[src/rtl/hb_pkg.sv]
package hb_pkg;

    typedef enum logic [1:0] {
        HB_GAP = 2'd0,
        HB_CW  = 2'd1,
        HB_CCW = 2'd2
    } hb_state_e;

    typedef struct packed {
        logic s1;
        logic s2;
        logic s3;
        logic s4;
    } hb_sw_t;

    localparam hb_sw_t SW_OPEN = '{s1: 1'b0, s2: 1'b0, s3: 1'b0, s4: 1'b0};
    localparam hb_sw_t SW_CW   = '{s1: 1'b1, s2: 1'b0, s3: 1'b0, s4: 1'b1};
    localparam hb_sw_t SW_CCW  = '{s1: 1'b0, s2: 1'b1, s3: 1'b1, s4: 1'b0};

endpackage

[src/rtl/hb_sync.sv]
module hb_sync #(
    parameter int STAGES = 2
) (
    input  logic clk,
    input  logic rst_n,
    input  logic d,
    output logic q
);
    logic [STAGES-1:0] chain;

    generate
        if (STAGES == 1) begin : g_single
            always_ff @(posedge clk) begin
                if (!rst_n) chain <= '0;
                else        chain <= d;
            end
        end else begin : g_multi
            always_ff @(posedge clk) begin
                if (!rst_n) chain <= '0;
                else        chain <= {chain[STAGES-2:0], d};
            end
        end
    endgenerate

    assign q = chain[STAGES-1];
endmodule

[src/rtl/hb_gap_timer.sv]
module hb_gap_timer #(
    parameter int GAP_CYCLES = 800000
) (
    input  logic clk,
    input  logic rst_n,
    input  logic clr,
    input  logic en,
    output logic done
);
    localparam int CNT_W = (GAP_CYCLES > 2) ? $clog2(GAP_CYCLES) : 1;
    localparam logic [CNT_W-1:0] LAST = CNT_W'(GAP_CYCLES - 1);

    logic [CNT_W-1:0] cnt;

    always_ff @(posedge clk) begin
        if (!rst_n)             cnt <= '0;
        else if (clr)           cnt <= '0;
        else if (en && !done)   cnt <= cnt + 1'b1;
    end

    assign done = (cnt == LAST);
endmodule

[src/rtl/hb_leg_guard.sv]
module hb_leg_guard
    import hb_pkg::*;
(
    input  hb_sw_t raw,
    output hb_sw_t safe
);
    logic [1:0] leg_short;

    assign leg_short[0] = raw.s1 & raw.s3;
    assign leg_short[1] = raw.s2 & raw.s4;

    always_comb begin
        if (|leg_short) safe = SW_OPEN;
        else            safe = raw;
    end
endmodule

[src/rtl/hbridge_seq.sv]
module hbridge_seq
    import hb_pkg::*;
#(
    parameter int GAP_CYCLES  = 800000,
    parameter int SYNC_STAGES = 2
) (
    input  logic clk,
    input  logic rst_n,
    input  logic dir_req,
    output logic sw1,
    output logic sw2,
    output logic sw3,
    output logic sw4,
    output logic busy
);
    hb_state_e state_q, state_d;
    logic      tgt_q, tgt_d;
    logic      dir_sync;
    logic      tmr_clr, tmr_done;
    hb_sw_t    sw_raw, sw_safe;

    hb_sync #(.STAGES(SYNC_STAGES)) u_sync (
        .clk   (clk),
        .rst_n (rst_n),
        .d     (dir_req),
        .q     (dir_sync)
    );

    hb_gap_timer #(.GAP_CYCLES(GAP_CYCLES)) u_timer (
        .clk   (clk),
        .rst_n (rst_n),
        .clr   (tmr_clr),
        .en    (state_q == HB_GAP),
        .done  (tmr_done)
    );

    // Next-state logic
    always_comb begin
        state_d = state_q;
        tgt_d   = tgt_q;
        tmr_clr = 1'b0;
        unique case (state_q)
            HB_GAP: begin
                if (dir_sync != tgt_q) begin          // GAP_RESTART
                    tgt_d   = dir_sync;
                    tmr_clr = 1'b1;
                end else if (tmr_done) begin          // GAP_DONE
                    state_d = tgt_q ? HB_CW : HB_CCW;
                end
            end
            HB_CW: begin
                if (!dir_sync) begin                  // REVERSE
                    state_d = HB_GAP;
                    tgt_d   = 1'b0;
                    tmr_clr = 1'b1;
                end
            end
            HB_CCW: begin
                if (dir_sync) begin                   // REVERSE
                    state_d = HB_GAP;
                    tgt_d   = 1'b1;
                    tmr_clr = 1'b1;
                end
            end
            default: begin
                state_d = HB_GAP;
                tmr_clr = 1'b1;
            end
        endcase
    end

    // State register
    always_ff @(posedge clk) begin
        if (!rst_n) begin
            state_q <= HB_GAP;
            tgt_q   <= 1'b0;
        end else begin
            state_q <= state_d;
            tgt_q   <= tgt_d;
        end
    end

    // Output decode
    always_comb begin
        unique case (state_q)
            HB_CW:   sw_raw = SW_CW;
            HB_CCW:  sw_raw = SW_CCW;
            default: sw_raw = SW_OPEN;
        endcase
    end

    hb_leg_guard u_guard (
        .raw  (sw_raw),
        .safe (sw_safe)
    );

    assign sw1  = sw_safe.s1;
    assign sw2  = sw_safe.s2;
    assign sw3  = sw_safe.s3;
    assign sw4  = sw_safe.s4;
    assign busy = (state_q == HB_GAP);
endmodule

[config.mk]
export PLATFORM = sky130hd
export DESIGN_NAME = hbridge_seq
export DESIGN_NICKNAME = d
export VERILOG_FILES = /design/src/rtl/hb_pkg.sv /design/src/rtl/hb_sync.sv /design/src/rtl/hb_gap_timer.sv /design/src/rtl/hb_leg_guard.sv /design/src/rtl/hbridge_seq.sv
export SDC_FILE = /design/constraint.sdc
export NUM_CORES = 1
export LEC_CHECK = 0
export ABC_CLOCK_PERIOD_IN_PS = 2800
export BUFFER_PORTS_ARGS = -buffer_cell sky130_fd_sc_hd__buf_2
export CORE_ASPECT_RATIO = 1.75
export CORE_UTILIZATION = 40
export DETAILED_ROUTE_END_ITERATION = 10
export PLACE_DENSITY = 0.54
export SLEW_MARGIN = 20
export SYNTH_ARGS = -nofsm -noshare
export SYNTH_HDL_FRONTEND = slang
export SYNTH_SLANG_ARGS = --single-unit
[constraint.sdc]
create_clock -name clk -period 2.8 [get_ports clk]
set_input_delay 0.42 -clock clk [delete_from_list [all_inputs] [get_ports clk]]
set_output_delay 0.42 -clock clk [all_outputs]
set_load 0.1 [all_outputs]
==> metrics.md <==
| Metric | Value |
|---|---|
| Post-DR vias/cell | `between 5 and 6` |
| Clock sink total | `25` |
| Detail Route Antenna Nets | `0` |
| Endpoint kind of the worst setup timing path | `flip-flop` |
| Routability cong. | `between 0.7 and 0.8` |
| Number of library cell types mapped by synthesis | `39` |
| Post-cts hold buffer count | `0` |
| Setup repair after global routing missed its margin | `false` |
| Horizontal die dimension | `45.16 um` |
| Clock tree from TritonCTS | `done` |
| Count of filler cells inserted in the layout | `338` |
| Number of buffers on the longest clock path | `2` |
| Fraction of the yosys area taken by sequential cells | `0.3839` |
| Maximum level of the CTS H-tree | `1` |
| CTS clock-pin slew for the worst setup and hold paths | `approximately 0.09 ns` |
| Layout-stage area growth over the synthesis result | `7.965%` |
| Total power divided by cell area | `around 430 mW/mm^2` |
| Final design area excluding fillers | `around 0.0014 mm^2` |
| Maximum operating frequency | `~450 MHz` |
| DR iter-0 viols | `25` |
| Yosys synthesis warning count | `0` |
| Data required time at the worst endpoint | `about 3 ns` |
| Die height | `a little under 80 um` |
| Number of buffer cells added on primary ports | `7` |
| Cell taking the most area after synthesis | `sky130_fd_sc_hd__dfxtp_1` |
| Net count of the finished layout | `170` |
| Number of hold-slack violations in the final timing report | `0` |
| Drt drc | `0` |
| Crit path kind | `flip-flop to flip-flop` |
| Final count of pins violating max slew | `0` |
| Total number of vias | `1127` |
| Gr ovfl total | `0` |
| Starting density of the core | `0.4195` |
| Run status | `finished clean` |
| Largest vdd supply drop | `roughly 0.25 mV` |
| Synth async-reset ratio | `0` |
| Placed Instance Area | `between 0.001 and 0.0015 mm^2` |
| Fin Clk Skew | `around 0.0065 ns` |
| Sequential cell area | `500.5 um^2` |
| Total detailed-routing wirelength | `approximately 2700 um` |
| Largest fanout of any net on the critical path | `11` |
| Worst slew margin relative to its limit | `0.6747` |
| Syn Inst Count | `~160` |
| Top area cells in the synthesized netlist | `sky130_fd_sc_hd__dfxtp_1 38%, sky130_fd_sc_hd__xor2_1 5.4%, sky130_fd_sc_hd__nor2_1 5.2%` |
| Core Footprint | `roughly 0.0031 mm^2` |
| Max-capacitance violation count | `0` |
| Setup-failing EPs final | `0` |
| Via count of the first global-routing pass | `approximately 1100` |
| Register bit count reported by yosys | `25` |
| Wire length of the first global-routing pass | `4671 um` |
| Number of nets in the synthesized netlist | `roughly 160` |
| Number of top-level pins | `8` |
| Path category of the worst min-delay check | `input pin to flip-flop` |
| Fraction of final layout cells with drive strength greater than 1 | `0.1056` |
| Worst Hold Slack | `0.3527 ns` |
| DP Wirelength | `a little over 2000 um` |
| Most used flip-flop cell after synthesis | `sky130_fd_sc_hd__dfxtp_1` |
| Cell Rows | `27` |
| Total area of multi-input combinational cells | `734.5 um^2` |
| EDFF count, synth | `0` |
| Post-layout minimum cycle time | `between 2 and 2.5 ns` |
| DR pass1 iterations | `4` |
| Startpoint kind of the worst setup timing path | `flip-flop` |
| Arrival time at the worst endpoint | `2.43 ns` |
| Period utilization | `0.7941` |
| Clock Latency Late Sink | `0.27 ns` |
| Antenna Cells | `0` |
| Total negative setup slack | `0 ns` |
| Initial antenna violation count | `0` |
| Number of buffers created by CTS | `3` |
| Area of the mapped netlist | `between 0.001 and 0.0015 mm^2` |
| Post-CTS setup buffer count | `0` |
| Syn_area_per_cell | `roughly 8.4 um^2` |
| Final design utilization | `0.4529` |
| Post_cts resized | `0` |
| Transition at the pin with the smallest max-transition slack | `about 0.48 ns` |
| Avg WL per Cell | `13.15 um` |
| Leak pwr | `just under 0.5 nW` |
| Die area | `0.003501 mm^2` |
| Post-synth top area share | `0.3839` |
| Overall fraction of global-route tracks in use | `0.1761` |
| Clock Root Buffer | `sky130_fd_sc_hd__clkbuf_8` |
| Maximum number of pins on one net before global-route repair | `18` |
-- layout make-up --
type,instances,share of cell area
multi-input cells,118,0.5218
flip-flops and latches,25,0.3556
repair buffers,10,0.04089
well taps,43,0.03822
clock buffers,3,0.02933
inverters,4,0.01067
clock inverters,1,0.003556
-- flip-flops by register name, indices dropped and copies added, names as in the netlist --
name / cells
state_q: 2
u_sync.chain: 2
u_timer.cnt: 20
tgt_q: 1
-- kinds of logic after synthesis --
group | after synthesis | synth area share
adder cells (fa/ha/maj) | 5 | 0.04798
AND/OR/NAND/NOR | 66 | 0.2658
flip-flops | 25 | 0.3839
multiplexers | 2 | 0.01631
XOR/XNOR | 9 | 0.06046
buffers and inverters | 12 | 0.05277
AO/OA/AOI/OAI | 36 | 0.1727
-- through the flow --
step	cells	power (mW)	setup WS (ns)
floorplan	155	0.3932	0.1645
global placement	200	0.3991	0.7504
detailed placement	200	0.4002	0.6363
CTS	204	0.6170	0.6115
global route	204	0.6324	0.4004
finish	204	0.6069	0.5765
-- critical path, stage by stage (launching register included) --
cell                      delay, ns
sky130_fd_sc_hd__dfxtp_1       0.34
sky130_fd_sc_hd__inv_1         0.09
sky130_fd_sc_hd__ha_1          0.32
sky130_fd_sc_hd__buf_4         0.24
sky130_fd_sc_hd__nand2_1       0.06
sky130_fd_sc_hd__nor3_1        0.20
sky130_fd_sc_hd__o21ai_1       0.24
sky130_fd_sc_hd__or4_1         0.52
sky130_fd_sc_hd__a21oi_1       0.14
-- cells in the mapped netlist (2+ instances only) --
| library cell | count |
|---|---|
| sky130_fd_sc_hd__o21ai_0 | 9 |
| sky130_fd_sc_hd__nor3b_1 | 3 |
| sky130_fd_sc_hd__clkbuf_1 | 2 |
| sky130_fd_sc_hd__and2_1 | 3 |
| sky130_fd_sc_hd__nor2_1 | 18 |
| sky130_fd_sc_hd__nor3_1 | 3 |
| sky130_fd_sc_hd__or3_1 | 5 |
| sky130_fd_sc_hd__o31ai_1 | 2 |
| sky130_fd_sc_hd__xor2_1 | 8 |
| sky130_fd_sc_hd__nand2b_1 | 2 |
| sky130_fd_sc_hd__o211ai_1 | 4 |
| sky130_fd_sc_hd__and3_1 | 2 |
| sky130_fd_sc_hd__dfxtp_1 | 25 |
| sky130_fd_sc_hd__o21a_1 | 3 |
| sky130_fd_sc_hd__buf_6 | 2 |
| sky130_fd_sc_hd__a21boi_0 | 2 |
| sky130_fd_sc_hd__or4_1 | 3 |
| sky130_fd_sc_hd__buf_4 | 2 |
| sky130_fd_sc_hd__inv_1 | 4 |
| sky130_fd_sc_hd__ha_1 | 5 |
| sky130_fd_sc_hd__nand4_1 | 8 |
| sky130_fd_sc_hd__nand2_1 | 9 |
| sky130_fd_sc_hd__nand3_1 | 6 |
| sky130_fd_sc_hd__a21oi_1 | 10 |
-- cell usage in the layout, fill, tap and decap left out, types with 3 or more instances in the layout --
cell type                  instances
sky130_fd_sc_hd__nand3_1           6
sky130_fd_sc_hd__ha_1              5
sky130_fd_sc_hd__nand2_1           9
sky130_fd_sc_hd__or4_1             3
sky130_fd_sc_hd__or3_1             5
sky130_fd_sc_hd__dfxtp_1          25
sky130_fd_sc_hd__and2_1            3
sky130_fd_sc_hd__o21a_1            3
sky130_fd_sc_hd__nand4_1           8
sky130_fd_sc_hd__xor2_1            8
sky130_fd_sc_hd__o21ai_0           9
sky130_fd_sc_hd__inv_1             4
sky130_fd_sc_hd__nor3b_1           3
sky130_fd_sc_hd__o211ai_1          4
sky130_fd_sc_hd__nor3_1            3
sky130_fd_sc_hd__buf_4             3
sky130_fd_sc_hd__clkbuf_8          3
sky130_fd_sc_hd__nor2_1           18
sky130_fd_sc_hd__a21oi_1          10
sky130_fd_sc_hd__buf_2             7
-- report_power, final --
part,internal (mW),switching [mW]
clock,0.0996,0.116
combinational,0.0115,0.0146
sequential,0.360,0.00484
total,0.471,0.136
-- worst paths after layout --
check | startpoint | slack [ns] | cells after the start | end
worst min-delay path | dir_req | 0.35 | 2 | u_sync.chain[0]
worst min register to register | u_sync.chain[0] | 0.45 | 1 | u_sync.chain[1]
worst max-delay path | state_q[0] | 0.58 | 8 | u_timer.cnt[13]
worst max register to register | state_q[0] | 0.58 | 8 | u_timer.cnt[13]
-- metal layers --
layer | vias up | global-route usage | share of wire
li1 | 562 | - | -
met1 | 543 | 0.1934 | 0.42
met2 | 16 | 0.3145 | 0.54
met3 | 6 | 0.02093 | 0.015
met4 | 0 | 0.08182 | 0.025
met5 | - | 0 | 0
(Power assumes the default switching activity.)
